[src/rtl/rdt_pkg.sv]
package rdt_pkg;

  // Strobes issued by the control to the datapath for one clock.
  typedef struct packed {
    logic dec;      // decrement counter by one
    logic reload;   // copy reload register into counter
    logic loadCnt;  // load written value into counter
    logic loadRel;  // load written value into reload register
    logic irqSet;   // underflow happened this cycle
  } ctrlStrobe_t;

  localparam logic [1:0] SRC_BASE    = 2'b00;
  localparam logic [1:0] SRC_FIXED   = 2'b01;
  localparam logic [1:0] SRC_PRESCL  = 2'b10;
  localparam logic [1:0] SRC_SLOW    = 2'b11;

endpackage

[src/rtl/rdt_tick_gen.sv]
module rdt_tick_gen #(
  parameter int DIV_W     = 4,
  parameter int FIXED_DIV = 8
) (
  input  logic             clk,
  input  logic             rstN,
  input  logic [1:0]       srcSel,
  input  logic [DIV_W-1:0] preDiv,
  input  logic             slowStrobe,
  output logic             srcTick
);
  import rdt_pkg::*;

  localparam int PRE_W = DIV_W + 1;

  logic fixPulse;
  logic prePulse;

  // Fixed-ratio divider; degenerates to a pass-through at ratio 1.
  generate
    if (FIXED_DIV > 1) begin : g_fixDiv
      localparam int FIX_W = $clog2(FIXED_DIV);
      logic [FIX_W-1:0] fixCnt;
      assign fixPulse = (fixCnt == FIX_W'(FIXED_DIV - 1));
      always_ff @(posedge clk or negedge rstN) begin
        if (!rstN)         fixCnt <= '0;
        else if (fixPulse) fixCnt <= '0;
        else               fixCnt <= fixCnt + 1'b1;
      end
    end else begin : g_fixPass
      assign fixPulse = 1'b1;
    end
  endgenerate

  // Even-ratio prescaler: period 2p clocks, or every clock when p is zero.
  logic [PRE_W-1:0] preCnt;
  logic [PRE_W-1:0] preLimit;

  assign preLimit = {preDiv, 1'b0} - 1'b1;
  assign prePulse = (preDiv == '0) || (preCnt >= preLimit);

  always_ff @(posedge clk or negedge rstN) begin
    if (!rstN)         preCnt <= '0;
    else if (prePulse) preCnt <= '0;
    else               preCnt <= preCnt + 1'b1;
  end

  always_comb begin
    unique case (srcSel)
      SRC_BASE:   srcTick = 1'b1;
      SRC_FIXED:  srcTick = fixPulse;
      SRC_PRESCL: srcTick = prePulse;
      default:    srcTick = slowStrobe;
    endcase
  end

endmodule

[src/rtl/rdt_ctrl.sv]
module rdt_ctrl (
  input  logic                 startBit,
  input  logic                 srcTick,
  input  logic                 wrEn,
  input  logic                 cntZero,
  output rdt_pkg::ctrlStrobe_t strb
);

  logic tick;
  logic underflow;

  assign tick      = srcTick && startBit;
  assign underflow = tick && cntZero;

  always_comb begin
    strb         = '0;
    strb.loadRel = wrEn;
    // Stopped write, or a write landing on an underflow, goes to the counter.
    strb.loadCnt = wrEn && (!startBit || underflow);
    strb.reload  = underflow && !wrEn;
    strb.dec     = tick && !underflow;
    strb.irqSet  = underflow;
  end

endmodule

[src/rtl/rdt_datapath.sv]
module rdt_datapath #(
  parameter int CNT_W = 16
) (
  input  logic                 clk,
  input  logic                 rstN,
  input  rdt_pkg::ctrlStrobe_t strb,
  input  logic [CNT_W-1:0]     wrData,
  output logic [CNT_W-1:0]     count,
  output logic                 cntZero,
  output logic                 irq
);

  logic [CNT_W-1:0] cntQ;
  logic [CNT_W-1:0] relQ;
  logic             irqQ;

  always_ff @(posedge clk or negedge rstN) begin
    if (!rstN) begin
      cntQ <= '0;
    end else if (strb.loadCnt) begin
      cntQ <= wrData;
    end else if (strb.reload) begin
      cntQ <= relQ;
    end else if (strb.dec) begin
      cntQ <= cntQ - 1'b1;
    end
  end

  always_ff @(posedge clk or negedge rstN) begin
    if (!rstN)             relQ <= '0;
    else if (strb.loadRel) relQ <= wrData;
  end

  always_ff @(posedge clk or negedge rstN) begin
    if (!rstN) irqQ <= 1'b0;
    else       irqQ <= strb.irqSet;
  end

  assign count   = cntQ;
  assign cntZero = (cntQ == '0);
  assign irq     = irqQ;

endmodule

[src/rtl/reload_down_timer.sv]
module reload_down_timer #(
  parameter int CNT_W     = 16,
  parameter int DIV_W     = 4,
  parameter int FIXED_DIV = 8
) (
  input  logic             clk,
  input  logic             rstN,
  input  logic             startBit,
  input  logic [1:0]       srcSel,
  input  logic [DIV_W-1:0] preDiv,
  input  logic             slowStrobe,
  input  logic             wrEn,
  input  logic [CNT_W-1:0] wrData,
  output logic [CNT_W-1:0] count,
  output logic             irq
);

  logic                 srcTick;
  logic                 cntZero;
  rdt_pkg::ctrlStrobe_t strb;

  rdt_tick_gen #(.DIV_W(DIV_W), .FIXED_DIV(FIXED_DIV)) u_tick (
    .clk       (clk),
    .rstN      (rstN),
    .srcSel    (srcSel),
    .preDiv    (preDiv),
    .slowStrobe(slowStrobe),
    .srcTick   (srcTick)
  );

  rdt_ctrl u_ctrl (
    .startBit(startBit),
    .srcTick (srcTick),
    .wrEn    (wrEn),
    .cntZero (cntZero),
    .strb    (strb)
  );

  rdt_datapath #(.CNT_W(CNT_W)) u_dp (
    .clk    (clk),
    .rstN   (rstN),
    .strb   (strb),
    .wrData (wrData),
    .count  (count),
    .cntZero(cntZero),
    .irq    (irq)
  );

endmodule

[config.mk]
export PLATFORM = sky130hd
export DESIGN_NAME = reload_down_timer
export DESIGN_NICKNAME = d
export VERILOG_FILES = /design/src/rtl/rdt_pkg.sv /design/src/rtl/rdt_tick_gen.sv /design/src/rtl/rdt_ctrl.sv /design/src/rtl/rdt_datapath.sv /design/src/rtl/reload_down_timer.sv
export SDC_FILE = /design/constraint.sdc
export NUM_CORES = 1
export LEC_CHECK = 0
export BUFFER_PORTS_ARGS = -buffer_cell sky130_fd_sc_hd__buf_2
export CELL_PAD_IN_SITES_DETAIL_PLACEMENT = 1
export CELL_PAD_IN_SITES_GLOBAL_PLACEMENT = 1
export CORE_MARGIN = 4
export CORE_UTILIZATION = 46
export DETAILED_ROUTE_END_ITERATION = 10
export GPL_TIMING_DRIVEN = 0
export HOLD_SLACK_MARGIN = 0.12
export PLACE_DENSITY_LB_ADDON = 0.2
export SYNTH_ARGS = -nofsm -noshare
export SYNTH_HDL_FRONTEND = slang
export SYNTH_SLANG_ARGS = --single-unit
[constraint.sdc]
create_clock -name clk -period 5.8 [get_ports clk]
set_input_delay 1.16 -clock clk [delete_from_list [all_inputs] [get_ports clk]]
set_output_delay 1.16 -clock clk [all_outputs]
set_load 0.01 [all_outputs]
* Yosys cells after proc, flatten, opt, wreduce, memory -nomap -nowiden *
Cells that the tools add are included.

cells by class
  $lt $le $gt $ge = 1
  reduce and logical (&&, ||, !) cells = 14
  add/subtract/negate cells = 4
  multiplexer cells = 6
  eq/ne operators = 3

operators by type and width
  cell                                                                   number
  16-bit two-way mux                                                     3
  16-bit logical NOT                                                     1
  16-bit by 1-bit subtractor with 16-bit output (second input constant)  1
  5-bit by 1-bit adder with 5-bit output (second input constant)         1
  5-bit >= comparator                                                    1
  1-bit logical AND                                                      5
  5-bit two-way mux                                                      1
  5-bit by 1-bit subtractor with 5-bit output (second input constant)    1
  4-bit logical NOT                                                      1
  3-bit by 1-bit adder with 3-bit output (second input constant)         1
  3-bit == test (second input constant)                                  1
  1-bit logical NOT                                                      3
  3-bit two-way mux                                                      1
  1-bit case mux with 3 select lines                                     1
  3-bit nonzero test                                                     1
  2-bit by 1-bit == test with 1-bit output (second input constant)       1
  2-bit == test (second input constant)                                  1
  2-bit logical NOT                                                      1
  1-bit logical OR                                                       2

storage, ports and cells
  output and inout port bits = 17
  word-level logic and storage cells = 33
  bits of input ports = 27
  bits in registers = 41

* Depth between registers and ports, before layout *
Gate-level depths: netlist of the first run.

  depth in word-level cells = 11
  gate-level depth with buffers = 11
  gate-level depth less buffers = 10

* By module *
Synthesis of the first run repeated with hierarchy kept, for this count alone.

second synthesis, totals
  cell total of the unflattened synthesis = 227
  area total of the unflattened synthesis = 2,346.0 um2

by module, submodules not included
  module        area an instance (um2)  cells an instance  instances  sequential area each (um2)
  rdt_datapath  1,795.5                 175                1          825.8
  rdt_tick_gen  491.7                   44                 1          200.2
  rdt_ctrl      58.8                    8                  1          0.0

* Least setup slack after synthesis of the first run *
Ideal clock, no wire load.

  path type = input port to flip-flop
  from = input preDiv[0]
  to = register u_dp.cntQ[4], in the netlist u_dp.count[4]
  required time = 5.662 ns
  path buffers = 1
  slack = 2.676 ns
  arrival = 2.986 ns
  library setup time = 0.138 ns
  stages on the path = 11
  cells stage by stage = inv_1 -> ha_1 -> xnor2_1 -> ha_1 -> o211ai_1 -> o221ai_2 -> a22o_1 -> buf_2 -> mux2i_1 -> a2bb2oi_1 -> o22ai_1

between the ends
  cells in the longest elaborated chain, start to end = 9
  elaborated cells between the ends (all ways) = 15
  classes of those cells = 1 x add/sub; 1 x order compare; 3 x mux; 10 x reduce/logical

RTL lines
  element                                                          RTL line                 RTL
  from (decl)                                                      reload_down_timer.sv:10  input logic [DIV_W-1:0] preDiv,
  5-bit by 1-bit subtractor with 5-bit output                      rdt_tick_gen.sv:39       assign preLimit = {preDiv, 1'b0} - 1'b1;
  5-bit >= comparator                                              rdt_tick_gen.sv:40       assign prePulse = (preDiv == '0) || (preCnt >= preLimit);
  1-bit logical OR *                                               rdt_tick_gen.sv:40
  1-bit case mux with 3 select lines *                             rdt_tick_gen.sv:49       unique case (srcSel)
  1-bit logical AND *                                              rdt_ctrl.sv:12           assign tick = srcTick && startBit;
  1-bit logical AND                                                rdt_ctrl.sv:13           assign underflow = tick && cntZero;
  1-bit logical AND (tied with other cells)                        rdt_ctrl.sv:20           strb.reload = underflow && !wrEn;
  16-bit two-way mux (tied with other cells)                       rdt_datapath.sv:22       end else if (strb.reload) begin
  16-bit two-way mux / 3-bit nonzero test (equally long branches)  --
  to (signal assigned)                                             rdt_datapath.sv:21       cntQ <= wrData;
  to (signal assigned)                                             rdt_datapath.sv:23       cntQ <= relQ;
  to (signal assigned)                                             rdt_datapath.sv:25       cntQ <= cntQ - 1'b1;
  to (decl)                                                        rdt_datapath.sv:13       logic [CNT_W-1:0] cntQ;

Every way passes the cells marked *; elsewhere a longest branch is shown, timed or not.
A chain may end at the register's enable or synchronous reset.

* Final worst setup path of the first run *
  from = input preDiv[2]
  to = register u_dp.cntQ[12], in the netlist u_dp.count[12]

The elaborated chain is that of the path after synthesis.

==> impl_metrics.json, run 1 <==
{
  "hpwl_um": 5810,
  "synthFlopType": "dfrtp_1",
  "hold_buffers": 0,
  "drive_gt1_frac": 0.241,
  "clock_sinks": 41,
  "cap_viol_max_count": 0,
  "grt_overflow": 0,
  "grt_pass1_vias": 2517,
  "die_x_um": 83.8,
  "async_flop_share": 1.00,
  "grt_max_degree": 42,
  "peakVddDrop_mv": 0.142,
  "synthesis.area_um2": 2640,
  "worstMarginPinSlew_ps": 949,
  "ys_types": 63,
  "drt_iter0_drc": 197,
  "status": "completed",
  "p_leak_nw": 1.34,
  "track_usage": 0.232,
  "end_kind": "flip-flop",
  "cp_data_arrival_time_ps": 3760,
  "synth_edf_count": 0,
  "syn_nets": 323,
  "dr_total_vias": 2454,
  "die_area_um2": 7020,
  "synth_warnings": 0,
  "hold_viol": 0,
  "hp-class": "flip-flop to flip-flop",
  "clk_pin_slew_ps": 80,
  "crit_path_start_kind": "primary input",
  "powerDensity_nw_per_um2": 313,
  "finalCritPeriodShare": 0.606,
  "area_delta_synth_final_pct": 14.6,
  "fin_nets": 373,
  "fmax_mhz": 285,
  "coreArea_um2": 5540,
  "cts_max_level": 2,
  "post_drt_via_cell_ratio": 6.01,
  "clock_path_buffers": 2,
  "cts_buffers": 5,
  "clk_latency_ps": 300,
  "cp_max_fo": 10,
  "setup_viol": 0,
  "start_util": 0.477,
  "antenna_found_initial": 0,
  "rsz0062_at_grt": "no",
  "hold_slack_ps": 427,
  "ctsResizeCount": 0,
  "routedWlPerCell_um": 19.1,
  "period_needed_ps": 3510,
  "rows": 27,
  "io_pins": 44,
  "finalWeightedCongestion": 0.914,
  "ys_seq_elements": 41,
  "reg2reg_slack_ps": 3240,
  "cts_tree": "done",
  "max-slew-margin-rel": 0.367,
  "routed_wl_um": 7790,
  "seq_area_frac_synth": 0.388,
  "cp_data_required_time_ps": 6040,
  "grt_first_pass_wirelength_um": 13000,
  "slew_violations": 0,
  "synth_cells": 285,
  "antenna_left": 0,
  "dieHeight_um": 83.8,
  "synth_area_per_cell_um2": 9.28,
  "path_class": "primary input to flip-flop",
  "route.detailed.drc": 0,
  "fin_skew_ps": 5.71,
  "post_cts_buffers": 0,
  "io_buffer_count": 43,
  "tns_ps": 0,
  "cts_root_buffer": "clkbuf_8",
  "first_pass_iters": 4,
  "diodes": 0
}
-- per-stage QoR --
step                      total power [mW]  utilization  cell area [um2]  setup WS [ps]  instances
after CTS                            0.955        0.547             3030           2270        408
after global routing                  1.02        0.547             3030           2110        408
after detailed placement             0.768        0.532             2950           1990        400
after floorplan                      0.641            -             2640           2680        285
after global placement               0.748        0.532             2950           2070        400
final                                0.948        0.547             3030           2290        408
-- cell type report --
| type | instances | area, um2 |
|---|---|---|
| Tap cell | 72 | 90.1 |
| Inverter | 16 | 60.1 |
| Timing Repair Buffer | 43 | 215 |
| Buffer | 15 | 71.3 |
| Clock buffer | 8 | 80.1 |
| Fill cell | 700 | 2510 |
| Sequential cell | 41 | 1030 |
| Multi-Input combinational cell | 213 | 1490 |
-- cells in the mapped netlist (all sizes together), types with 2 or more instances --
master   n  area share
o21ai   16       0.030
nand3   11       0.021
nand4    2      0.0071
clkbuf   7      0.0099
o22a     4       0.013
nand2   27       0.039
o22ai    8       0.019
a31oi    2      0.0047
dfrtp   41        0.39
a21oi   17       0.035
buf      8       0.017
mux2i    3       0.011
nor3    11       0.023
nand2b   3      0.0071
nor3b    2      0.0057
or4      3       0.013
o221ai   3       0.012
and3     2      0.0047
xnor2    8       0.027
nor4     5       0.026
mux2    10       0.043
o221a    3       0.013
nor2    22       0.032
xor2    10       0.033
a22oi    2      0.0057
a211oi   2      0.0057
ha      11       0.052
inv     15       0.021
o211ai   5       0.014
-- registers in the layout, indices dropped and copies added, names as in the netlist --
register,count
u_dp.relQ,16
u_dp.irq,1
u_tick.g_fixDiv.fixCnt,3
u_tick.preCnt,5
u_dp.count,16
-- routing by layer --
layer,share of wire,GRT usage,vias to the layer above
met5,0,0,-
met4,0.014,0.0629,0
met3,0.067,0.0385,11
met2,0.49,0.385,90
met1,0.42,0.313,1211
li1,-,-,1142
-- cell families after synthesis --
family,share of synthesized area
adder cells (fa/ha/maj),0.0521
XOR/XNOR,0.0596
flip-flops,0.388
AO/OA/AOI/OAI,0.195
buffers and inverters,0.0497
AND/OR/NAND/NOR,0.201
multiplexers,0.0540
-- cell usage in the layout, fill, tap and decap left out, drive strengths merged, types with 4 or more instances in the layout --
master	count
buf	51
nor2	22
nand3	11
inv	15
nand2	27
a21oi	17
o211ai	5
o21ai	16
clkbuf	15
nor4	5
o22ai	8
mux2	10
xnor2	8
xor2	10
nor3	11
o22a	4
dfrtp	41
ha	11
-- critical path, stage by stage --
cell and delay [ps]:
buf_2 120, nor3_1 270, xnor2_1 120, ha_1 310, o211ai_1 100, o221ai_2 400, a22o_1 260, buf_2 280
nand2_1 260, o211ai_1 290, o22a_1 180
-- final timing paths --
check | to | from | cells after the start
max | u_dp.count[12] | preDiv[2] | 11
min | u_tick.g_fixDiv.fixCnt[0] | u_tick.g_fixDiv.fixCnt[0] | 1
max reg2reg | u_dp.count[12] | u_tick.preCnt[4] | 8
min reg2reg | u_tick.g_fixDiv.fixCnt[0] | u_tick.g_fixDiv.fixCnt[0] | 1
max in group asynchronous | u_dp.relQ[15] | rstN | 1
min in group asynchronous | u_tick.preCnt[3] | rstN | 1
-- power breakdown --
part           internal (mW)  switching (mW)
sequential             0.343          0.0813
clock                 0.0856          0.0998
combinational          0.150           0.189
total                  0.578           0.370
Note: power is estimated with default switching activity, not from simulation.
==> run 2: changes to the inputs <==
Settings changed: CORE_UTILIZATION 46 to 43.
Clock period 5.8 ns to 3.6 ns, I/O delays scaled along.
==> run 2 against run 1 <==
Compared with the run above:
- register-to-register slack got worse by 2200 ps
- sequential share of layout area fell by 0.11 points
- setup slack lost 1700 ps
- sequential power up 61%
- cell count grew 0.49%
- power up 63%
- utilization is 3.6 points lower
==> impl_metrics.json, run 2 (synthesis gave the netlist of run 1 again) <==
{
  "fin_nets": 373,
  "top_layer_used": "met4",
  "finalCritPeriodShare": 0.846,
  "slew_violations": 0,
  "grt_first_pass_wirelength_um": 12800,
  "comb_power_share": 0.354,
  "clock_path_buffers": 2,
  "grt_overflow": 0,
  "internal-power_mw": 0.945,
  "antenna_found_initial": 0,
  "grt_pass1_vias": 2504,
  "diodes": 0,
  "crit_path_end": "u_dp.count[12]",
  "cts_buffers": 5,
  "ctsResizeCount": 0,
  "cp_data_required_time_ps": 3840,
  "holdPathStages": 1,
  "hold_buffers": 0,
  "fillers": 738,
  "hp-class": "flip-flop to flip-flop",
  "rsz0062_at_grt": "no",
  "post_drt_via_cell_ratio": 5.80,
  "worstMarginPinSlew_ps": 980,
  "clk_latency_ps": 300,
  "hold_viol": 0,
  "p_sw_mw": 0.598,
  "hpwl_um": 5680,
  "multi_input_area_um2": 1490,
  "place_inst": 403,
  "clkPwrFrac": 0.204,
  "io_buffer_count": 43,
  "cap_viol_max_count": 0,
  "drt-met1-wl_um": 3600,
  "reg2reg_slack_ps": 1030,
  "rows": 28,
  "max-slew-margin-rel": 0.347,
  "mostFrequentLayoutCells": "49 x buf_2, 41 x dfrtp_1, 26 x nand2_1",
  "startpoint": "preDiv[0]",
  "io_pins": 44,
  "cts_tree": "done",
  "cp_max_fo": 10,
  "seq_area_um2": 1030,
  "first_pass_iters": 5,
  "status": "completed",
  "drt_iter0_drc": 150,
  "die_x_um": 86.4,
  "start_util": 0.444,
  "cts_root_buffer": "clkbuf_8",
  "fin_cells": 410,
  "clock_sinks": 41,
  "r2r_cells": 8,
  "area_delta_synth_final_pct": 15.0,
  "powerDensity_nw_per_um2": 508,
  "setup_viol": 0,
  "post_cts_buffers": 0,
  "antenna_left": 0,
  "track_usage": 0.221,
  "dieHeight_um": 86.4,
  "fin_skew_ps": 4.61,
  "grt_max_degree": 42,
  "end_kind": "flip-flop",
  "clk_pin_slew_ps": 80,
  "finalWeightedCongestion": 0.855,
  "cp_data_arrival_time_ps": 3290,
  "route.detailed.drc": 0,
  "drive_gt1_frac": 0.245,
  "routedWlPerCell_um": 19.0,
  "period_needed_ps": 3040,
  "p_leak_nw": 1.34,
  "wl_met3_um": 306,
  "pwr-share-seq": 0.442,
  "final_common_cell": "buf_2",
  "met2_wirelength_um": 3800,
  "fmax_mhz": 328,
  "peakVddDrop_mv": 0.231,
  "swShare": 0.387,
  "dr_total_vias": 2376,
  "cts_max_level": 2,
  "r2r_end": "u_dp.count[12]",
  "tns_ps": 0,
  "timing.rr.start": "u_tick.preCnt[2]",
  "path_class": "primary input to flip-flop",
  "crit_path_start_kind": "primary input",
  "die_area_um2": 7470,
  "coreArea_um2": 5960,
  "routed_wl_um": 7780
}
==> run 2: cell types whose count changed in the layout (fill, tap and decap cells not counted), sizes merged <==
cell	change
clkbuf	-1
==> run 2: final cells by class <==
class,count,area share
buffer,15,0.0235
clock buffer,7,0.0284
inverter,16,0.0198
multi-input combinational,213,0.489
sequential,41,0.338
tap,75,0.0309
timing repair buffer,43,0.0708
==> run 2: worst max-delay path: stages <==
cell and delay, ps:
buf_2 110, inv_1 60, ha_1 200, xnor2_1 130, ha_1 270, o211ai_1 100
o221ai_2 380, a22o_1 220, buf_2 270, nand2_1 270, o211ai_1 340, o22a_1 190
==> run 2: metal layers <==
layer | up-vias | GRT usage
met5 | - | 0
met4 | 0 | 0.0510
met3 | 8 | 0.0314
met2 | 59 | 0.389
met1 | 1179 | 0.287
li1 | 1130 | -
==> run 2: how the worst min path moves through the flow <==
stage                                      to                 startpoint  slack (ps)
global placement    u_tick.g_fixDiv.fixCnt[0]  u_tick.g_fixDiv.fixCnt[0]         420
floorplan           u_tick.g_fixDiv.fixCnt[0]  u_tick.g_fixDiv.fixCnt[0]         400
finish              u_tick.g_fixDiv.fixCnt[0]  u_tick.g_fixDiv.fixCnt[0]         440
global route        u_tick.g_fixDiv.fixCnt[0]  u_tick.g_fixDiv.fixCnt[0]         470
detailed placement  u_tick.g_fixDiv.fixCnt[0]  u_tick.g_fixDiv.fixCnt[0]         430
CTS                 u_tick.g_fixDiv.fixCnt[0]  u_tick.g_fixDiv.fixCnt[0]         450
==> run 2: power groups by stage <==
stage	registers [mW]	logic, mW	clock network, mW
global placement	0.685	0.524	0
finish	0.681	0.546	0.315
floorplan	0.682	0.351	0
detailed placement	0.692	0.545	0
CTS	0.682	0.550	0.322
global route	0.702	0.614	0.342
==> run 2: stage by stage <==
stage | hold slack (ps) | cell area, um2 | setup slack [ps] | total power [mW] | utilization
finish | 444 | 3040 | 555 | 1.54 | 0.510
global route | 472 | 3040 | 412 | 1.66 | 0.510
CTS | 448 | 3040 | 553 | 1.55 | 0.510
detailed placement | 430 | 2950 | 238 | 1.24 | 0.496
global placement | 424 | 2950 | 293 | 1.21 | 0.496
floorplan | 403 | 2640 | 916 | 1.03 | -
==> run 3: changes to the inputs <==
Settings changed: CORE_UTILIZATION 43 to 39.
Clock period 3.6 ns to 2.5 ns, I/O delays scaled along.
==> run 3 against run 2 <==
Compared with the run above:
- combinational power is 64% higher
- sequential share of layout area down 1.7 points
- power rose by 59%
- routed wire length rose by 3.9%
- cell area grew 5.2%
- first-iteration DRC count is 31% lower
- critical endpoint is now u_dp.count[11]
- largest power group unchanged
==> impl_metrics.json, run 3 (synthesis gave the netlist of run 1 again) <==
{
  "cts_tree": "done",
  "mostFrequentLayoutCells": "48 x buf_2, 41 x dfrtp_1, 24 x nand2_1",
  "die_x_um": 90.3,
  "grt_pass1_vias": 2568,
  "pwr-share-seq": 0.402,
  "totalPowerFinal_mw": 2.45,
  "coreArea_um2": 6460,
  "clkPwrFrac": 0.234,
  "clock_sinks": 41,
  "io_buffer_count": 43,
  "critical-path-slowest-cell": "ha_1",
  "routedWlPerCell_um": 19.2,
  "cap_viol_max_count": 0,
  "fin_skew_ps": 7.33,
  "start_util": 0.409,
  "cp_data_arrival_time_ps": 2670,
  "die_area_um2": 8160,
  "final_area_um2": 3200,
  "area_delta_synth_final_pct": 21.0,
  "track_usage": 0.203,
  "place_area_um2": 2960,
  "dr_total_vias": 2463,
  "cts_max_level": 2,
  "fin_nets": 380,
  "p_sw_mw": 0.923,
  "hold_viol": 0,
  "slew_violations": 0,
  "route.detailed.drc": 0,
  "hpwl_um": 5910,
  "startpoint": "preDiv[0]",
  "first_pass_iters": 4,
  "post_drt_via_cell_ratio": 5.86,
  "setup_viol": 0,
  "path_class": "primary input to flip-flop",
  "cts_root_buffer": "clkbuf_8",
  "hp-class": "primary input to asynchronous set/reset pin",
  "internal-power_mw": 1.53,
  "cts_buffers": 5,
  "clk_pin_slew_ps": 90,
  "rows": 29,
  "grt_first_pass_wirelength_um": 13200,
  "postLayoutCoreUtil": 0.495,
  "grt_max_degree": 42,
  "cp_max_fo": 10,
  "place_inst": 405,
  "status": "completed",
  "critPathMaxStageDelay_ps": 300,
  "powerDensity_nw_per_um2": 768,
  "clock_path_buffers": 2,
  "grt_overflow": 0,
  "fillers": 776,
  "max-slew-margin-rel": 0.361,
  "period_needed_ps": 2440,
  "crit_path_cell_trace": "buf_2 > inv_1 > ha_1 > ha_1 > o211ai_1 > o221ai_4 > a22o_1 > buf_6 > a21oi_2 > o21ai_1 > a21oi_2",
  "peakVddDrop_mv": 0.333,
  "antenna_left": 0,
  "drt_iter0_drc": 104,
  "rsz0062_at_grt": "yes",
  "timing.rr.start": "u_dp.count[0]",
  "r2r_end": "u_dp.count[0]",
  "final_common_cell": "buf_2",
  "crit_path_start_kind": "primary input",
  "io_pins": 44,
  "antenna_found_initial": 0,
  "p_leak_nw": 1.43,
  "end_kind": "flip-flop",
  "clk_latency_ps": 300,
  "drive_gt1_frac": 0.294,
  "routed_wl_um": 8080,
  "fmax_mhz": 410,
  "finalWeightedCongestion": 0.839,
  "finalCritPeriodShare": 0.976,
  "r2r_cells": 8,
  "crit_path_end": "u_dp.count[11]",
  "diodes": 0,
  "hold_buffers": 0,
  "dieHeight_um": 90.3,
  "comb_power_share": 0.364,
  "reg2reg_slack_ps": 180,
  "finalWorstSetupSlack_ps": 61.1,
  "dp_slack_ps": -709,
  "cp_data_required_time_ps": 2730,
  "worstMarginPinSlew_ps": 958,
  "swShare": 0.376,
  "fin_cells": 420
}
[run 3: changes by cell type in the layout (fill, tap and decap cells not counted), sizes merged]
cell    change
bufinv      +1
buf         +8
clkbuf      -1
[run 3: critical path: cells and delay by family]
| family | cells | cell delay, ps |
|---|---|---|
| compound gates | 6 | 1280 |
| buf+inv | 3 | 330 |
| fa+ha+maj | 2 | 570 |
[run 3: worst min-delay path by stage]
stage | start | slack, ps | endpoint
6_report | rstN | 340 | u_dp.relQ[0]
4_1_cts | rstN | 380 | u_dp.relQ[4]
3_5_place_dp | u_tick.g_fixDiv.fixCnt[0] | 430 | u_tick.g_fixDiv.fixCnt[0]
5_1_grt | rstN | 420 | u_dp.relQ[4]
3_3_place_gp | u_tick.g_fixDiv.fixCnt[0] | 420 | u_tick.g_fixDiv.fixCnt[0]
2_1_floorplan | rstN | 200 | u_dp.count[0]
[run 3: layer usage]
metal / share of wire / GRT usage / wire length [um] / up-vias
met3: 0.055 / 0.0400 / 444 / 10
met1: 0.45 / 0.268 / 3610 / 1236
met4: 0.015 / 0.0587 / 123 / 0
li1: - / - / - / 1157
met5: 0 / 0 / 0 / -
met2: 0.48 / 0.337 / 3910 / 60
[run 3: layout make-up]
class,count,area [um2],share of cell area
multi-input combinational,213,1550,0.485
sequential,41,1030,0.321
timing repair buffer,50,268,0.0837
tap,77,96.3,0.0301
clock buffer,7,86.3,0.0270
buffer,15,81.3,0.0254
inverter,16,60.1,0.0188
clock inverter,1,30.0,0.00939
[run 3: timing repair]
| action | in CTS | in global routing |
|---|---|---|
| buffers inserted | 2 | 5 |
| gates cloned | 0 | 0 |
| gates resized for setup | 6 | 13 |
| endpoints found under the setup margin | 16 | 16 |
| pin swaps | 2 | 6 |
[run 3: power groups by stage]
stage	registers, mW	clock network, mW	logic (mW)
floorplan	0.982	0	0.505
global placement	0.989	0	0.761
detailed placement	0.997	0	0.797
CTS	0.987	0.590	0.860
global route	1.01	0.622	0.993
finish	0.986	0.575	0.893
[run 3: metrics by stage]
step | TNS [ps] | hold slack (ps)
after global routing | -93.3 | 424
final | 0 | 343
after global placement | -7090 | 418
after detailed placement | -9110 | 432
after floorplan | 0 | 204
after CTS | 0 | 381
